**config.mk**
```make
export PLATFORM = sky130hd
export DESIGN_NAME = spi_retime_bridge
export DESIGN_NICKNAME = d
export VERILOG_FILES = /design/src/rtl/spi_bridge_pkg.sv /design/src/rtl/spi_fwd_retime.sv /design/src/rtl/spi_div_checker.sv /design/src/rtl/spi_bridge_lane.sv /design/src/rtl/spi_retime_bridge.sv
export SDC_FILE = /design/constraint.sdc
export NUM_CORES = 1
export LEC_CHECK = 0
export BUFFER_PORTS_ARGS = -buffer_cell sky130_fd_sc_hd__buf_2
export CAP_MARGIN = 20
export CORE_MARGIN = 5
export CORE_UTILIZATION = 46
export CTS_CLUSTER_SIZE = 24
export DETAILED_ROUTE_END_ITERATION = 8
export GPL_TIMING_DRIVEN = 0
export PLACE_DENSITY_LB_ADDON = 0.1
export SLEW_MARGIN = 20
export SYNTH_ARGS = -nofsm -noshare
export SYNTH_HDL_FRONTEND = slang
export SYNTH_SLANG_ARGS = --single-unit
export TNS_END_PERCENT = 20
```
**constraint.sdc**
```tcl
create_clock -name clk -period 1 [get_ports clk]
set_input_delay 0.2 -clock clk [delete_from_list [all_inputs] [get_ports clk]]
set_output_delay 0.2 -clock clk [all_outputs]
set_load 0.03 [all_outputs]
```
**src/rtl/spi_bridge_pkg.sv**
```systemverilog
package spi_bridge_pkg;

    // Low-phase monitor states
    typedef enum logic [1:0] {
        ST_IDLE,   // slave not selected
        ST_ARMED,  // selected, waiting for first rising edge
        ST_HIGH,   // serial clock high inside selection
        ST_LOW     // counting a low phase opened by a falling edge
    } mon_state_e;

    // Forward bundle toward the slave
    typedef struct packed {
        logic cs_n;
        logic sclk;
        logic mosi;
    } spi_fwd_t;

    localparam spi_fwd_t FWD_RESET = '{cs_n: 1'b1, sclk: 1'b0, mosi: 1'b0};

endpackage

```
**src/rtl/spi_fwd_retime.sv**
```systemverilog
module spi_fwd_retime
    import spi_bridge_pkg::*;
(
    input  logic     clk,
    input  logic     rst_n,
    input  spi_fwd_t up_i,
    output spi_fwd_t dn_o,
    input  logic     dn_miso_i,
    output logic     up_miso_o
);

    spi_fwd_t fwd_q;
    logic     ret_q;

    // forward stage toward slave
    always_ff @(posedge clk) begin
        if (!rst_n) begin
            fwd_q <= FWD_RESET;
        end else begin
            fwd_q <= up_i;
        end
    end

    // return stage toward master
    always_ff @(posedge clk) begin
        if (!rst_n) begin
            ret_q <= 1'b0;
        end else begin
            ret_q <= dn_miso_i;
        end
    end

    always_comb begin
        dn_o      = fwd_q;
        up_miso_o = ret_q & ~fwd_q.cs_n;
    end

    // one cycle out of reset before $past is meaningful
    logic hist_ok;
    always_ff @(posedge clk) begin
        if (!rst_n) hist_ok <= 1'b0;
        else        hist_ok <= 1'b1;
    end

    p_fwd_delay_r2: assert property (@(posedge clk) disable iff (!rst_n)
        hist_ok |-> (dn_o.sclk == $past(up_i.sclk)) && (dn_o.cs_n == $past(up_i.cs_n))
                    && (dn_o.mosi == $past(up_i.mosi)));

    p_ret_delay_r3: assert property (@(posedge clk) disable iff (!rst_n)
        (hist_ok && !dn_o.cs_n) |-> (up_miso_o == $past(dn_miso_i)));

    p_ret_quiet_r4: assert property (@(posedge clk) disable iff (!rst_n)
        (hist_ok && $past(up_i.cs_n)) |-> !up_miso_o);

endmodule

```
**src/rtl/spi_div_checker.sv**
```systemverilog
module spi_div_checker
    import spi_bridge_pkg::*;
#(
    parameter int N_PROC = 2
) (
    input  logic clk,
    input  logic rst_n,
    input  logic cs_n_i,
    input  logic sclk_i,
    output logic err_o
);

    localparam int MIN_LOW = N_PROC + 2;
    localparam int CW      = $clog2(MIN_LOW + 1);

    mon_state_e state_q, state_d;
    logic [CW-1:0] cnt_q;
    logic          err_q;
    logic          short_rise;

    // state register
    always_ff @(posedge clk) begin
        if (!rst_n) state_q <= ST_IDLE;
        else        state_q <= state_d;
    end

    // next state
    always_comb begin
        state_d = state_q;
        unique case (state_q)
            ST_IDLE: begin
                if (!cs_n_i) state_d = sclk_i ? ST_HIGH : ST_ARMED;
            end
            ST_ARMED: begin
                if (cs_n_i)      state_d = ST_IDLE;
                else if (sclk_i) state_d = ST_HIGH;
            end
            ST_HIGH: begin
                if (cs_n_i)       state_d = ST_IDLE;
                else if (!sclk_i) state_d = ST_LOW;
            end
            ST_LOW: begin
                if (cs_n_i)      state_d = ST_IDLE;
                else if (sclk_i) state_d = ST_HIGH;
            end
        endcase
    end

    assign short_rise = (state_q == ST_LOW) && !cs_n_i && sclk_i
                        && (cnt_q < CW'(MIN_LOW));

    // low-phase length counter and sticky flag
    always_ff @(posedge clk) begin
        if (!rst_n) begin
            cnt_q <= '0;
            err_q <= 1'b0;
        end else begin
            if (state_q == ST_HIGH && !cs_n_i && !sclk_i) begin
                cnt_q <= CW'(1);
            end else if (state_q == ST_LOW && !cs_n_i && !sclk_i
                         && cnt_q != CW'(MIN_LOW)) begin
                cnt_q <= cnt_q + CW'(1);
            end
            if (short_rise) err_q <= 1'b1;
        end
    end

    // outputs
    always_comb begin
        err_o = err_q;
    end

    p_err_sticky_r6: assert property (@(posedge clk) disable iff (!rst_n)
        err_o |=> err_o);

    p_err_cause_r6: assert property (@(posedge clk) disable iff (!rst_n)
        $rose(err_o) |-> ($past(!cs_n_i) && $past(sclk_i)));

    p_release_idle_r7: assert property (@(posedge clk) disable iff (!rst_n)
        cs_n_i |=> (state_q == ST_IDLE));

    p_cs_wins_r8: assert property (@(posedge clk) disable iff (!rst_n)
        (cs_n_i && state_q == ST_LOW) |=> $stable(err_o));

endmodule

```
**src/rtl/spi_bridge_lane.sv**
```systemverilog
module spi_bridge_lane
    import spi_bridge_pkg::*;
#(
    parameter int N_PROC = 2
) (
    input  logic clk,
    input  logic rst_n,
    input  logic up_cs_n,
    input  logic up_sclk,
    input  logic up_mosi,
    output logic up_miso,
    output logic dn_cs_n,
    output logic dn_sclk,
    output logic dn_mosi,
    input  logic dn_miso,
    output logic div_err
);

    spi_fwd_t up_bus, dn_bus;

    assign up_bus = '{cs_n: up_cs_n, sclk: up_sclk, mosi: up_mosi};
    assign dn_cs_n = dn_bus.cs_n;
    assign dn_sclk = dn_bus.sclk;
    assign dn_mosi = dn_bus.mosi;

    spi_fwd_retime u_retime (
        .clk       (clk),
        .rst_n     (rst_n),
        .up_i      (up_bus),
        .dn_o      (dn_bus),
        .dn_miso_i (dn_miso),
        .up_miso_o (up_miso)
    );

    spi_div_checker #(.N_PROC(N_PROC)) u_check (
        .clk    (clk),
        .rst_n  (rst_n),
        .cs_n_i (up_cs_n),
        .sclk_i (up_sclk),
        .err_o  (div_err)
    );

endmodule

```
**src/rtl/spi_retime_bridge.sv**
```systemverilog
module spi_retime_bridge #(
    parameter int NUM_CH = 2,
    parameter int N_PROC = 2
) (
    input  logic              clk,
    input  logic              rst_n,
    input  logic [NUM_CH-1:0] up_cs_n,
    input  logic [NUM_CH-1:0] up_sclk,
    input  logic [NUM_CH-1:0] up_mosi,
    output logic [NUM_CH-1:0] up_miso,
    output logic [NUM_CH-1:0] dn_cs_n,
    output logic [NUM_CH-1:0] dn_sclk,
    output logic [NUM_CH-1:0] dn_mosi,
    input  logic [NUM_CH-1:0] dn_miso,
    output logic [NUM_CH-1:0] div_err
);

    for (genvar g = 0; g < NUM_CH; g++) begin : g_lane
        spi_bridge_lane #(.N_PROC(N_PROC)) u_lane (
            .clk     (clk),
            .rst_n   (rst_n),
            .up_cs_n (up_cs_n[g]),
            .up_sclk (up_sclk[g]),
            .up_mosi (up_mosi[g]),
            .up_miso (up_miso[g]),
            .dn_cs_n (dn_cs_n[g]),
            .dn_sclk (dn_sclk[g]),
            .dn_mosi (dn_mosi[g]),
            .dn_miso (dn_miso[g]),
            .div_err (div_err[g])
        );
    end

    p_lane_err_r9: assert property (@(posedge clk) disable iff (!rst_n)
        $rose(div_err[0]) |-> $past(!up_cs_n[0]));

endmodule

```
==> results.sh <==
export IMPL_status="finished with violations"
export IMPL_violations="setup timing"
export IMPL_core_area_um2=1745
export IMPL_antenna_found_initial=0
export IMPL_whs_ns=0.1000
export IMPL_grt_pass1_wl_um=2918
export IMPL_syn_nets=106
export IMPL_synthMuxAreaShare_pct=0
export IMPL_htreeDepth=1
export IMPL_reg2reg_depth=3
export IMPL_place_congestion=0.8434
export IMPL_num_rows=15
export IMPL_cp_cell_sequence="or3b_4 > a31oi_2 > o32ai_1"
export IMPL_nets=134
export IMPL_skew_ns=0.001629
export IMPL_final_cells=144
export IMPL_max_cap_violations=0
export IMPL_synth_compound_area_share_pct=5.959
export IMPL_worstHoldStart="dn_miso[1]"
export IMPL_hold_viol_final=0
export IMPL_first_iter_violations=13
export IMPL_drcViolationCount=0
export IMPL_synth_top_family_by_area="simple AND/OR/NAND/NOR gates"
export IMPL_cpLargestDelayFamily="simple AND/OR/NAND/NOR gates"
export IMPL_setup_worst_path_start_class="flip-flop"
export IMPL_worstSetupPathType="flip-flop to flip-flop"
export IMPL_dp_worst_setup_slack_ns=-0.2572
export IMPL_n_fill_cell=150
export IMPL_synth_seq_cells=20
export IMPL_fin_crit_sh_pct=112.0
export IMPL_dp_cells=136
export IMPL_dr_total_vias=716
export IMPL_final_setup_viol_count=16
export IMPL_wl_per_cell_um=11.84
export IMPL_report_final_slew_viol_count=0
export IMPL_routed_wl_um=1705
export IMPL_clkTransAtPathRegs_ns=0.11
export IMPL_powerDensity_nw_per_um2=1236
export IMPL_hp_class="input pin to flip-flop"
export IMPL_tightest_slew_ns=0.3701
export IMPL_cts_buffers_inserted=3
export IMPL_syn_avg_cell_area_um2=9.357
export IMPL_crit_slowest_cell="or3b_4"
export IMPL_dieArea_um2=2837
export IMPL_syn_to_final_growth_pct=40.55
export IMPL_max_freq_mhz=892.6
export IMPL_yosys_warnings=0
export IMPL_synth_area_um2=860.8
export IMPL_ff2ff_setup_slack_ns=-0.12
export IMPL_cp_arrival_ns=1.31
export IMPL_die_x_um=53.26
export IMPL_initial_core_util_pct=49.32
export IMPL_ir_drop_v=0.0009571
export IMPL_netlist_instances=92
export IMPL_cts_tree="built"
export IMPL_grt_max_degree=12
export IMPL_layout_drive_gt1_share_pct=55.46
export IMPL_root_buffer="clkbuf_4"
export IMPL_timing_rr_end="g_lane[1].u_lane.u_check.cnt_q[1]"
export IMPL_max_stage_delay_ns=0.41
export IMPL_yosys_area_share_adder_pct=5.814
export IMPL_min_path_cells=2
export IMPL_synthArstFlopShare_pct=0
export IMPL_synthDistinctLibCells=22
export IMPL_timing_critical_path_buf_inv=0
export IMPL_grt_use_total_pct=14.05
export IMPL_tns_ns=-1.049
export IMPL_grt_pass1_vias=700
export IMPL_ys_flop_type="dfxtp_1"
export IMPL_io_pins=20
export IMPL_ant_nets=0
export IMPL_rsz0062_at_grt="true"
export IMPL_cts_sinks=20
export IMPL_cp_data_required_time_ns=1.19
export IMPL_p_leak_nw=0.5116
export IMPL_relSlewSlack_pct=75.33
export IMPL_routed_via_density=4.972
export IMPL_crit_path_end_kind="flip-flop"
export IMPL_min_period_ns=1.120
export IMPL_drt_pass1_iterations=4
export IMPL_overflow=0
export IMPL_clock_path_buffers=2
export IMPL_die_h_um=53.26
export IMPL_ys_seq_area_share_pct=46.51
export IMPL_dp_hpwl_um=1118
export IMPL_synth_xor_area_share_pct=0
export IMPL_path_max_fanout=4
export IMPL_rr_startpoint="g_lane[1].u_lane.u_check.state_q[1]"
export IMPL_synth_edf_count=0
export IMPL_antenna_cells=0
export IMPL_synthSimpleGateAreaFrac_pct=30.38
export IMPL_hold_end="g_lane[1].u_lane.u_retime.ret_q"
export IMPL_io_buffers=19
export IMPL_clk_latency_ns=0.30
export IMPL_fin_ws_ns=-0.1204
[per-stage QoR]
stage / util [%] / total power, W / cell area [µm²]
6_report: 69.32 / 0.001495 / 1210
5_1_grt: 69.32 / 0.001567 / 1210
4_1_cts: 65.81 / 0.001491 / 1149
3_5_place_dp: 57.06 / 0.001002 / 996.0
3_3_place_gp: 57.06 / 0.0009989 / 996.0
2_1_floorplan: - / 0.0009509 / 869.6
[kinds of logic (layout without fill, tap and decap cells)]
group	after synthesis	after routing
compound gates	9	9
fa+ha+maj	4	4
buf+inv	16	43
flops	20	20
simple gates	43	43
[synth_stat cells (all sizes together), types with 2 or more instances]
library cell,count,area share (%)
a21oi,6,3.5
a31oi,2,1.5
and2,6,4.5
and4,2,2.0
buf,10,8.7
dfxtp,20,47
ha,4,5.8
inv,5,2.2
nand2,6,2.6
nand3b,2,1.7
nand4,6,4.4
nor2,8,3.5
nor2b,2,1.5
nor3,2,1.2
nor3b,2,1.7
nor4bb,2,2.3
or2b,2,1.7
or3b,2,2.6
[worst max-delay path by stage]
stage,to,start,cells past startpoint
floorplan,g_lane[1].u_lane.u_check.cnt_q[1],g_lane[1].u_lane.u_check.state_q[1],3
global placement,g_lane[1].u_lane.u_check.cnt_q[1],rst_n,4
detailed placement,g_lane[1].u_lane.u_check.cnt_q[1],rst_n,4
CTS,g_lane[1].u_lane.u_check.cnt_q[1],g_lane[1].u_lane.u_check.state_q[1],3
global route,up_miso[1],g_lane[1].u_lane.u_retime.dn_o[2],2
finish,g_lane[1].u_lane.u_check.cnt_q[1],g_lane[1].u_lane.u_check.state_q[1],3
[routing by layer]
layer / track usage (%) / share of wire, %
met1: 16.21 / 44
met2: 24.69 / 49
met3: 2.535 / 6.2
met4: 6.383 / 1.0
met5: 0 / 0
[state kept, by name, summed over array words and instances (netlist names)]
signal / flops
g_lane.u_lane.u_retime.ret_q: 2
g_lane.u_lane.u_check.cnt_q: 6
g_lane.u_lane.u_check.state_q: 4
g_lane.u_lane.u_check.err_o: 2
g_lane.u_lane.u_retime.dn_o: 6
[final cells by class]
| cell class | instances | area [µm²] | share of cell area [%] |
|---|---|---|---|
| multi-input combinational | 56 | 426.7 | 35.26 |
| sequential | 20 | 415.4 | 34.33 |
| timing repair buffer | 25 | 202.7 | 16.75 |
| buffer | 9 | 78.83 | 6.515 |
| clock buffer | 4 | 36.28 | 2.999 |
| tap | 25 | 31.28 | 2.585 |
| inverter | 5 | 18.77 | 1.551 |
[power breakdown]
part | internal, W | total (W) | switching, W
clock | 0.000222 | 0.000470 | 0.000248
sequential | 0.000826 | 0.000842 | 0.0000167
combinational | 0.0000943 | 0.000183 | 0.0000890
total | 0.00114 | 0.00150 | 0.000354
[layout by cell type, fill, tap and decap left out, drive strengths merged]
cell / count
buf: 33
dfxtp: 20
nor2: 8
nand4: 6
nand2: 6
a21oi: 6
and2: 6
inv: 5
clkbuf: 5
ha: 4
nor2b: 2
or3b: 2
and4: 2
nor4bb: 2
or2b: 2
nand3b: 2
nor3b: 2
a31oi: 2
nor3: 2
nand3: 1
o32ai: 1
[what timing repair did]
item,4_1_cts,5_1_grt
buffers inserted,3,3
hold buffers,0,0
resized for setup,36,10
pin swaps,4,6
setup endpoints to repair,16,18
Note: power is estimated with default switching activity, not from simulation.
